`src/rtl/boot_pkg.sv`:
```
package boot_pkg;

  localparam int unsigned ADDR_W   = 32;
  localparam int unsigned N_REGION = 8;

  // Highest address a boot word may name.
  localparam logic [ADDR_W-1:0] ADDR_CEIL = 32'h3FFF_FFFF;

  typedef struct packed {
    logic [ADDR_W-1:0] base;
    logic [ADDR_W-1:0] limit;
    logic              is_ram;
  } region_t;

  typedef region_t [N_REGION-1:0] region_tab_t;

  typedef enum logic [1:0] {
    K_NONE = 2'd0,
    K_CODE = 2'd1,
    K_RAM  = 2'd2
  } kind_t;

  // Memory map, index 7 down to 0. Limits are inclusive.
  localparam region_tab_t DEFAULT_MAP = '{
    '{base: 32'h3800_0000, limit: 32'h3800_FFFF, is_ram: 1'b1},  // SRAM4
    '{base: 32'h3000_0000, limit: 32'h3004_7FFF, is_ram: 1'b1},  // SRAM1..3
    '{base: 32'h2400_0000, limit: 32'h2407_FFFF, is_ram: 1'b1},  // AXI SRAM
    '{base: 32'h2000_0000, limit: 32'h2001_FFFF, is_ram: 1'b1},  // DTCM
    '{base: 32'h1FF0_0000, limit: 32'h1FF1_FFFF, is_ram: 1'b0},  // system memory
    '{base: 32'h1000_0000, limit: 32'h1004_7FFF, is_ram: 1'b1},  // SRAM alias
    '{base: 32'h0800_0000, limit: 32'h081F_FFFF, is_ram: 1'b0},  // flash
    '{base: 32'h0000_0000, limit: 32'h0000_FFFF, is_ram: 1'b1}   // ITCM
  };

  // Classify an address against the region table.
  function automatic kind_t addr_kind(input logic [ADDR_W-1:0] a,
                                      input region_tab_t t);
    kind_t k;
    k = K_NONE;
    if (a <= ADDR_CEIL) begin
      for (int i = 0; i < N_REGION; i++) begin
        if (a >= t[i].base && a <= t[i].limit)
          k = t[i].is_ram ? K_RAM : K_CODE;
      end
    end
    return k;
  endfunction

  // Choose a core's fetch address from its two boot words.
  function automatic logic [ADDR_W-1:0] pick_addr(
      input logic [ADDR_W-1:0] w0,
      input logic [ADDR_W-1:0] w1,
      input logic              pin,
      input logic              prot,
      input logic [ADDR_W-1:0] dflt0,
      input logic [ADDR_W-1:0] dflt1,
      input logic [ADDR_W-1:0] dflt_flash,
      input region_tab_t       t);
    logic [ADDR_W-1:0] cand;
    kind_t k;
    cand = pin ? w1 : w0;
    k    = addr_kind(cand, t);
    if (prot)
      return (k == K_CODE) ? cand : dflt_flash;
    else
      return (k == K_NONE) ? (pin ? dflt1 : dflt0) : cand;
  endfunction

endpackage

```
`src/rtl/boot_strap_latch.sv`:
```
module boot_strap_latch #(
  parameter int unsigned LATCH_EDGE = 4
) (
  input  logic clk,
  input  logic rst_n,
  output logic capture_o,
  output logic done_o
);
  localparam int unsigned CNT_W = $clog2(LATCH_EDGE + 1);

  logic [CNT_W-1:0] cnt_q;
  logic             done_q;

  // Strap capture happens on the edge that ends the count.
  assign capture_o = !done_q && (cnt_q == CNT_W'(LATCH_EDGE - 1));
  assign done_o    = done_q;

  always_ff @(posedge clk or negedge rst_n) begin
    if (!rst_n) begin
      cnt_q  <= '0;
      done_q <= 1'b0;
    end else if (!done_q) begin
      cnt_q <= cnt_q + 1'b1;
      if (capture_o) done_q <= 1'b1;
    end
  end

  a_r1_done_sticky: assert property (@(posedge clk) disable iff (!rst_n)
    done_q |=> done_q);
  a_r1_capture_once: assert property (@(posedge clk) disable iff (!rst_n)
    capture_o |=> (!capture_o && done_q));

endmodule

```
`src/rtl/boot_addr_sel.sv`:
```
module boot_addr_sel
  import boot_pkg::*;
#(
  parameter logic [ADDR_W-1:0] DFLT0      = 32'h0800_0000,
  parameter logic [ADDR_W-1:0] DFLT1      = 32'h1FF0_0000,
  parameter logic [ADDR_W-1:0] DFLT_FLASH = 32'h0800_0000,
  parameter region_tab_t       MAP        = DEFAULT_MAP
) (
  input  logic              clk,
  input  logic              rst_n,
  input  logic              capture_i,
  input  logic              pin_i,
  input  logic              prot_i,
  input  logic [ADDR_W-1:0] word0_i,
  input  logic [ADDR_W-1:0] word1_i,
  output logic [ADDR_W-1:0] addr_o
);
  logic [ADDR_W-1:0] addr_q;
  logic [ADDR_W-1:0] addr_next;

  assign addr_next = pick_addr(word0_i, word1_i, pin_i, prot_i,
                               DFLT0, DFLT1, DFLT_FLASH, MAP);
  assign addr_o    = addr_q;

  always_ff @(posedge clk or negedge rst_n) begin
    if (!rst_n)         addr_q <= '0;
    else if (capture_i) addr_q <= addr_next;
  end

  a_r8_addr_frozen: assert property (@(posedge clk) disable iff (!rst_n)
    !capture_i |=> $stable(addr_q));
  a_r4_prot_no_ram: assert property (@(posedge clk) disable iff (!rst_n)
    (capture_i && prot_i) |=> (addr_kind(addr_q, MAP) == K_CODE));
  a_r3_result_mapped: assert property (@(posedge clk) disable iff (!rst_n)
    capture_i |=> (addr_kind(addr_q, MAP) != K_NONE));

endmodule

```
`src/rtl/core_hold_ctrl.sv`:
```
module core_hold_ctrl (
  input  logic clk,
  input  logic rst_n,
  input  logic capture_i,
  input  logic done_i,
  input  logic boot_i,
  input  logic release_i,
  output logic clk_en_o,
  output logic run_o
);
  logic clk_en_q;
  logic run_q;

  assign clk_en_o = clk_en_q;
  assign run_o    = run_q;

  always_ff @(posedge clk or negedge rst_n) begin
    if (!rst_n) begin
      clk_en_q <= 1'b0;
      run_q    <= 1'b0;
    end else begin
      if (capture_i)              clk_en_q <= boot_i;
      else if (done_i && release_i) clk_en_q <= 1'b1;
      run_q <= clk_en_q;
    end
  end

  a_r6_enable_sticky: assert property (@(posedge clk) disable iff (!rst_n)
    clk_en_q |=> clk_en_q);
  a_r7_run_needs_clock: assert property (@(posedge clk) disable iff (!rst_n)
    run_q |-> clk_en_q);
  a_r7_run_lags_clock: assert property (@(posedge clk) disable iff (!rst_n)
    $rose(clk_en_q) |-> (!run_q ##1 run_q));

endmodule

```
`src/rtl/dual_boot_ctrl.sv`:
```
module dual_boot_ctrl
  import boot_pkg::*;
#(
  parameter int unsigned       LATCH_EDGE = 4,
  parameter logic [ADDR_W-1:0] DFLT_A0    = 32'h0800_0000,
  parameter logic [ADDR_W-1:0] DFLT_A1    = 32'h1FF0_0000,
  parameter logic [ADDR_W-1:0] DFLT_B0    = 32'h0810_0000,
  parameter logic [ADDR_W-1:0] DFLT_B1    = 32'h1000_0000,
  parameter region_tab_t       MAP        = DEFAULT_MAP
) (
  input  logic        clk,
  input  logic        rst_n,
  input  logic        boot_pin,
  input  logic        prot_high,
  input  logic        boot_en_a,
  input  logic        boot_en_b,
  input  logic [31:0] opt_addr_a0,
  input  logic [31:0] opt_addr_a1,
  input  logic [31:0] opt_addr_b0,
  input  logic [31:0] opt_addr_b1,
  input  logic        hold_rel_a,
  input  logic        hold_rel_b,
  output logic [31:0] boot_addr_a,
  output logic [31:0] boot_addr_b,
  output logic        core_clk_en_a,
  output logic        core_clk_en_b,
  output logic        core_run_a,
  output logic        core_run_b
);
  localparam int unsigned N_CORE = 2;

  logic capture;
  logic done;

  logic [ADDR_W-1:0] word0_v [N_CORE];
  logic [ADDR_W-1:0] word1_v [N_CORE];
  logic [ADDR_W-1:0] addr_v  [N_CORE];
  logic [N_CORE-1:0] boot_v;
  logic [N_CORE-1:0] rel_v;
  logic [N_CORE-1:0] clk_en_v;
  logic [N_CORE-1:0] run_v;

  assign word0_v[0] = opt_addr_a0;
  assign word1_v[0] = opt_addr_a1;
  assign word0_v[1] = opt_addr_b0;
  assign word1_v[1] = opt_addr_b1;

  // Core A starts unless B alone is enabled; B starts when its bit is set.
  assign boot_v[0] = boot_en_a | ~boot_en_b;
  assign boot_v[1] = boot_en_b;
  assign rel_v     = {hold_rel_b, hold_rel_a};

  boot_strap_latch #(.LATCH_EDGE(LATCH_EDGE)) u_latch (
    .clk       (clk),
    .rst_n     (rst_n),
    .capture_o (capture),
    .done_o    (done)
  );

  for (genvar g = 0; g < N_CORE; g++) begin : g_core
    localparam logic [ADDR_W-1:0] D0 = (g == 0) ? DFLT_A0 : DFLT_B0;
    localparam logic [ADDR_W-1:0] D1 = (g == 0) ? DFLT_A1 : DFLT_B1;

    boot_addr_sel #(
      .DFLT0      (D0),
      .DFLT1      (D1),
      .DFLT_FLASH (D0),
      .MAP        (MAP)
    ) u_addr (
      .clk       (clk),
      .rst_n     (rst_n),
      .capture_i (capture),
      .pin_i     (boot_pin),
      .prot_i    (prot_high),
      .word0_i   (word0_v[g]),
      .word1_i   (word1_v[g]),
      .addr_o    (addr_v[g])
    );

    core_hold_ctrl u_hold (
      .clk       (clk),
      .rst_n     (rst_n),
      .capture_i (capture),
      .done_i    (done),
      .boot_i    (boot_v[g]),
      .release_i (rel_v[g]),
      .clk_en_o  (clk_en_v[g]),
      .run_o     (run_v[g])
    );
  end

  assign boot_addr_a   = addr_v[0];
  assign boot_addr_b   = addr_v[1];
  assign core_clk_en_a = clk_en_v[0];
  assign core_clk_en_b = clk_en_v[1];
  assign core_run_a    = run_v[0];
  assign core_run_b    = run_v[1];

  a_r9_quiet_before_latch: assert property (@(posedge clk) disable iff (!rst_n)
    !done |-> (clk_en_v == '0 && run_v == '0 &&
               addr_v[0] == '0 && addr_v[1] == '0));
  a_r5_some_core_runs: assert property (@(posedge clk) disable iff (!rst_n)
    done |-> (clk_en_v != '0));

endmodule

```
`config.mk`:
```
export PLATFORM = sky130hd
export DESIGN_NAME = dual_boot_ctrl
export DESIGN_NICKNAME = d
export VERILOG_FILES = /design/src/rtl/boot_pkg.sv /design/src/rtl/boot_strap_latch.sv /design/src/rtl/boot_addr_sel.sv /design/src/rtl/core_hold_ctrl.sv /design/src/rtl/dual_boot_ctrl.sv
export SDC_FILE = /design/constraint.sdc
export NUM_CORES = 1
export LEC_CHECK = 0
export CAP_MARGIN = 20
export CORE_ASPECT_RATIO = 0.6
export CORE_MARGIN = 2
export CORE_UTILIZATION = 30
export DETAILED_ROUTE_END_ITERATION = 16
export PLACE_DENSITY_LB_ADDON = 0.15
export SETUP_SLACK_MARGIN = 0.2
export SYNTH_ARGS = -nofsm -noshare
export SYNTH_HDL_FRONTEND = slang
export SYNTH_SLANG_ARGS = --single-unit
```
`constraint.sdc`:
```
create_clock -name clk -period 3.9 [get_ports clk]
set_input_delay 0.39 -clock clk [delete_from_list [all_inputs] [get_ports clk]]
set_output_delay 0.39 -clock clk [all_outputs]
set_load 0.1 [all_outputs]
```
==> impl_metrics.py, run 1 <==
metrics = {
    "outcome": {
        "status": "complete, no violations",
    },
    "job": {
        "cap_violations": 0,
    },
    "setup_path": {
        "required_ps": 4070,
        "crit_fanout": 21,
        "critical_path.startpoint": "opt_addr_a1[17]",
        "end_kind": "flip-flop",
        "r2r_start": "u_latch.cnt_q[0]$_DFFE_PN0N_",
        "crit_type": "in -> reg",
        "critPathLaunchType": "input port",
        "crit_arrival_ps": 3290,
    },
    "clock_tree": {
        "clock_latency_ps": 330,
        "clock_sinks": 72,
        "cts_tree": "built",
        "cts_made_buffers": 9,
        "post_cts_buffers": 0,
        "hold_buffers": 0,
        "clk_path_buf_depth": 2,
        "post_cts_resized": 0,
        "cts-root-buf": "clkbuf_16",
        "htree_levels": 3,
        "path_clk_slew_ps": 60,
    },
    "layout": {
        "nFillCells": 1378,
        "n_antenna_cell": 0,
        "seq_area_mm2": 0.00180,
        "final_util_pct": 47.5,
        "layout-drive-gt1-share_pct": 9.65,
        "multi_input_area_mm2": 0.00247,
        "syn_to_final_growth_pct": 54.1,
        "fin_nets": 796,
    },
    "die": {
        "die_h_um": 98.7,
        "die-area_mm2": 0.0160,
        "core-area_mm2": 0.0145,
        "io_pins": 204,
        "die_x_um": 162,
        "rows": 34,
        "start_util_pct": 30.8,
    },
    "pwr": {
        "max-vdd-ir-drop_mv": 0.190,
        "finalPower_mw": 1.96,
        "power_leakage_nw": 2.73,
        "powerDensity_mw_per_mm2": 283,
    },
    "route": {
        "wl_per_cell_um": 17.4,
        "drtPass1Iterations": 4,
        "drt-total-wl_mm": 15.0,
        "viasPerCell": 5.02,
        "drc_errors": 0,
        "detail_route.iter0.violations": 253,
        "num_vias": 4321,
        "ant_nets": 0,
    },
    "timing": {
        "fin_ws_ps": 782,
        "hold_viol_final": 0,
        "fin_crit_sh_pct": 80.0,
        "fmax_mhz": 321,
        "finalSetupViolations": 0,
        "tightestPinTransition_ps": 1020,
        "drv_slew": 0,
        "rsz0062_at_grt": "false",
        "fin_setup_tns_ps": 0,
        "slew_headroom_pct": 31.6,
        "clock_skew_ps": 7.98,
        "period_needed_ps": 3120,
    },
    "yosys": {
        "synth-seq-cells": 72,
        "synthArstFlopShare_pct": 100,
        "synth_flop_cell": "dfrtp_1",
        "netlist.area_leader.share_pct": 40.2,
        "syn_inst": 470,
        "ys_top_cells_by_area": "dfrtp_1 40%, mux2i_1 10%, a211oi_2 5.6%, nor2_1 5.1%, nand2_1 3.2%",
        "synth_edf_count": 0,
        "avgSynthCellArea_um2": 9.55,
        "yosys_warnings": 0,
        "syn_nets": 608,
        "ys_seq_area_share_pct": 40.2,
        "syn_area_mm2": 0.00449,
        "ys_types": 63,
        "synth.largest_area_cell": "dfrtp_1",
    },
    "placed_design": {
        "pre_cts_slack_ps": 458,
        "gp_congestion": 0.871,
        "hpwl_mm": 11.6,
        "portBuffers": 203,
    },
    "global_routing": {
        "grt_pass1_vias": 4352,
        "grt_max_degree": 75,
        "grt_pass1_wl_mm": 23.9,
        "grt_use_total_pct": 18.9,
        "grt-ovfl-total": 0,
        "antenna_found_initial": 0,
    },
    "min_path": {
        "min_path_type": "in -> async",
    },
}
## placed cells by master, fill, tap and decap left out, types with 3 or more instances in the layout
cell,netlist,final
a21oi_1,12,12
a22oi_1,4,4
nor4b_1,6,6
mux2i_1,47,47
o22ai_1,7,7
dfrtp_1,72,72
nor2_1,61,61
nor4_1,6,6
nand4_1,7,7
a31oi_1,7,7
o21ai_0,25,25
and3_1,4,4
inv_1,5,5
mux2_2,5,5
nand3_1,10,10
buf_4,0,6
a211oi_1,8,8
o22a_1,3,3
nor3b_1,3,3
or2_2,3,3
nor4bb_1,3,3
clkdlybuf4s50_1,0,201
and2_1,4,4
nand2_1,38,38
nand2b_1,3,3
nor3_1,18,18
o21ai_1,9,9
clkbuf_16,0,9
a211oi_2,20,20
nor2b_1,8,7
## per-stage QoR
| step | area, um^2 | hold slack, ps | cells |
|---|---|---|---|
| 2_1_floorplan | 4490 | 94.4 | 470 |
| 3_5_place_dp | 6620 | 412 | 845 |
| 5_1_grt | 6920 | 279 | 861 |
| 3_3_place_gp | 6620 | 402 | 845 |
| 4_1_cts | 6920 | 242 | 861 |
| 6_report | 6920 | 196 | 861 |
## sequential cells by signal (all words and copies together), names as in the netlist
name                    count
g_core.u_addr.addr_o       64
u_latch.cnt_q               3
g_core.u_hold.clk_en_o      2
g_core.u_hold.run_o         2
u_latch.done_o              1
## area by class of cell
type,instances,share of cell area (%)
tap,198,3.58
inverter,5,0.271
timing repair buffer,208,30.0
clock inverter,6,0.977
sequential,72,26.1
multi-input combinational,362,35.8
clock buffer,10,3.31
## cell families (layout without fill, tap and decap cells)
| family | after synthesis | after routing | synth area share [%] |
|---|---|---|---|
| flops | 72 | 72 | 40.2 |
| compound gates | 118 | 118 | 20.4 |
| simple gates | 189 | 189 | 22.0 |
| fa+ha+maj | 2 | 2 | 0.558 |
| mux | 52 | 52 | 11.7 |
| buf+inv | 36 | 229 | 4.88 |
| xor+xnor | 1 | 1 | 0.195 |
## critical path, stage by stage
cell and delay (ps):
clkdlybuf4s50_1 480, nor4bb_1 340, a22oi_1 210, nor4bb_1 190, or4b_1 510, o211ai_2 290
o21ai_1 120, nand2_1 530, o21ai_0 220
## path summary, 6_finish.rpt
path | end | slack, ps | cells after the start
worst min register to register | g_core[1].u_hold.run_o$_DFF_PN0_ | 440 | 0
worst min-delay path | g_core[1].u_addr.addr_o[0]$_DFFE_PN0P_ | 200 | 1
worst max register to register | g_core[0].u_addr.addr_o[14]$_DFFE_PN0P_ | 1300 | 5
max in group asynchronous | g_core[1].u_addr.addr_o[27]$_DFFE_PN0P_ | 3050 | 1
worst max-delay path | g_core[0].u_addr.addr_o[14]$_DFFE_PN0P_ | 780 | 9
min in group clk | g_core[1].u_hold.run_o$_DFF_PN0_ | 440 | 0
## cell usage after synthesis (all sizes together) (3+ instances only)
| master | count |
|---|---|
| nor4b | 8 |
| nand4 | 7 |
| nor4bb | 3 |
| nor2 | 62 |
| mux2i | 47 |
| nor2b | 8 |
| buf | 14 |
| o21ai | 34 |
| a21oi | 13 |
| a31oi | 7 |
| clkbuf | 17 |
| dfrtp | 72 |
| nand3 | 10 |
| o211ai | 3 |
| o22a | 3 |
| nor3 | 18 |
| o22ai | 7 |
| nor3b | 4 |
| or2 | 4 |
| a22oi | 4 |
| nor4 | 8 |
| mux2 | 5 |
| and3 | 4 |
| a211oi | 28 |
| and2 | 4 |
| inv | 5 |
| nand2 | 38 |
| nand2b | 3 |
## where the power goes
part | internal [mW] | switching [mW] | total [mW]
clock | 0.498 | 0.329 | 0.827
combinational | 0.184 | 0.192 | 0.376
sequential | 0.753 | 0.00373 | 0.757
## routing by layer
layer,share of wire (%),global-route usage [%],vias to the layer above
li1,-,-,2133
met5,0,0,-
met1,51,29.1,2030
met4,1.1,3.13,0
met2,39,26.1,146
met3,8.4,5.68,12
(Power assumes the default switching activity.)
==> inputs of run 2 (changes only) <==
- clock period: 3.9 -> 3.24 ns (I/O delays scaled with it)
==> impl_metrics.py, run 2 (synthesis gave the netlist of run 1 again) <==
metrics = {
    "outcome": {
        "status": "complete, no violations",
    },
    "die": {
        "core-area_mm2": 0.0145,
        "die_x_um": 162,
        "rows": 34,
        "die-area_mm2": 0.0160,
        "die_h_um": 98.7,
        "io_pins": 204,
        "start_util_pct": 30.8,
    },
    "timing": {
        "fin_crit_sh_pct": 81.4,
        "fin_setup_tns_ps": 0,
        "slew_headroom_pct": 31.0,
        "finalSetupViolations": 0,
        "tightestPinTransition_ps": 1030,
        "rsz0062_at_grt": "false",
        "hold_viol_final": 0,
        "clock_skew_ps": 8.71,
        "fin_ws_ps": 604,
        "fmax_mhz": 379,
        "drv_slew": 0,
        "period_needed_ps": 2640,
    },
    "clock_tree": {
        "post_cts_resized": 0,
        "clock_sinks": 72,
        "clock_latency_ps": 330,
        "clk_path_buf_depth": 2,
        "post_cts_buffers": 0,
        "cts-root-buf": "clkbuf_16",
        "path_clk_slew_ps": 70,
        "cts_made_buffers": 9,
        "cts_tree": "built",
        "htree_levels": 3,
        "hold_buffers": 0,
    },
    "layout": {
        "layout_commonest_cell": "clkdlybuf4s50_1",
        "nFillCells": 1367,
        "layout-drive-gt1-share_pct": 12.0,
        "syn_to_final_growth_pct": 56.0,
        "fin_nets": 808,
        "stdcell_count": 873,
        "final_cell_mix": "197 x clkdlybuf4s50_1, 72 x dfrtp_1, 61 x nor2_1, 47 x mux2i_1, 38 x nand2_1",
        "largest_reg_flops": 64,
        "finalInstanceArea_mm2": 0.00700,
        "n_antenna_cell": 0,
    },
    "global_routing": {
        "antenna_found_initial": 0,
        "grt_use_total_pct": 19.4,
        "grt_pass1_vias": 4405,
        "grt_max_degree": 73,
        "grt-ovfl-total": 0,
        "grt_pass1_wl_mm": 24.3,
    },
    "route": {
        "drt-total-wl_mm": 15.2,
        "drc_errors": 0,
        "ant_nets": 0,
        "wl_per_cell_um": 17.4,
        "detail_route.iter0.violations": 243,
        "drtPass1Iterations": 4,
        "num_vias": 4440,
        "viasPerCell": 5.09,
    },
    "pwr": {
        "finalPower_mw": 2.35,
        "power_leakage_nw": 2.79,
        "powerDensity_mw_per_mm2": 335,
        "max-vdd-ir-drop_mv": 0.308,
    },
    "placed_design": {
        "placed_cell_area_mm2": 0.00671,
        "dp_cells": 857,
        "portBuffers": 203,
        "hpwl_mm": 11.9,
        "gp_congestion": 0.881,
        "pre_cts_slack_ps": 294,
    },
    "setup_path": {
        "reg2regPathDepth": 6,
        "crit_arrival_ps": 2890,
        "end_kind": "flip-flop",
        "crit_fanout": 5,
        "crit_type": "in -> reg",
        "required_ps": 3490,
        "critPathLaunchType": "input port",
    },
    "min_path": {
        "min_path_type": "in -> async",
    },
    "job": {
        "cap_violations": 0,
    },
}
==> run 2: worst max-delay path: stages <==
cell	delay [ps]
clkdlybuf4s50_1	480
nor4b_1	560
nor2_1	100
a2111oi_0	400
o21ai_0	190
or3_1	360
o211ai_1	160
a21oi_1	160
nor2_1	150
==> run 2: final cells by class <==
cell class / instances / area (um^2) / share of cell area, %
multi-input cells: 362 / 2470 / 35.3
well taps: 198 / 248 / 3.54
inverters: 5 / 18.8 / 0.268
flip-flops and latches: 72 / 1800 / 25.7
clock inverters: 7 / 62.6 / 0.894
repair buffers: 220 / 2170 / 31.0
clock buffers: 9 / 225 / 3.22
==> run 2: path summary, 6_finish.rpt <==
check / slack (ps) / start / to
worst max-delay path: 600 / opt_addr_a1[17] / g_core[0].u_addr.addr_o[22]$_DFFE_PN0P_
worst min-delay path: 110 / rst_n / g_core[1].u_addr.addr_o[5]$_DFFE_PN0P_
worst max register to register: 1070 / u_latch.cnt_q[0]$_DFFE_PN0N_ / g_core[1].u_addr.addr_o[15]$_DFFE_PN0P_
worst min register to register: 440 / g_core[0].u_hold.clk_en_o$_DFFE_PN0P_ / g_core[0].u_hold.run_o$_DFF_PN0_
max in group asynchronous: 2510 / rst_n / g_core[0].u_addr.addr_o[5]$_DFFE_PN0P_
min in group clk: 440 / g_core[0].u_hold.clk_en_o$_DFFE_PN0P_ / g_core[0].u_hold.run_o$_DFF_PN0_
==> run 2: power by group <==
| part | total, mW | switching [mW] | internal, mW |
|---|---|---|---|
| Clock | 0.972 | 0.437 | 0.535 |
| Combinational | 0.462 | 0.235 | 0.227 |
| Sequential | 0.911 | 0.00502 | 0.906 |
| Total | 2.35 | 0.677 | 1.67 |
==> run 2: metal layers <==
layer | vias up | part of all wire (%) | global-route usage (%) | wire [um]
li1 | 2164 | - | - | -
met4 | 0 | 0.91 | 3.20 | 139
met3 | 11 | 7.9 | 5.22 | 1200
met2 | 160 | 40 | 26.8 | 6050
met5 | - | 0 | 0 | 0
met1 | 2105 | 51 | 30.2 | 7810
==> run 2: metrics by stage <==
step	utilization (%)	hold slack (ps)
after floorplan	-	28.4
after global placement	46.1	404
after detailed placement	46.1	423
after CTS	48.1	167
after global routing	48.1	194
final	48.1	112
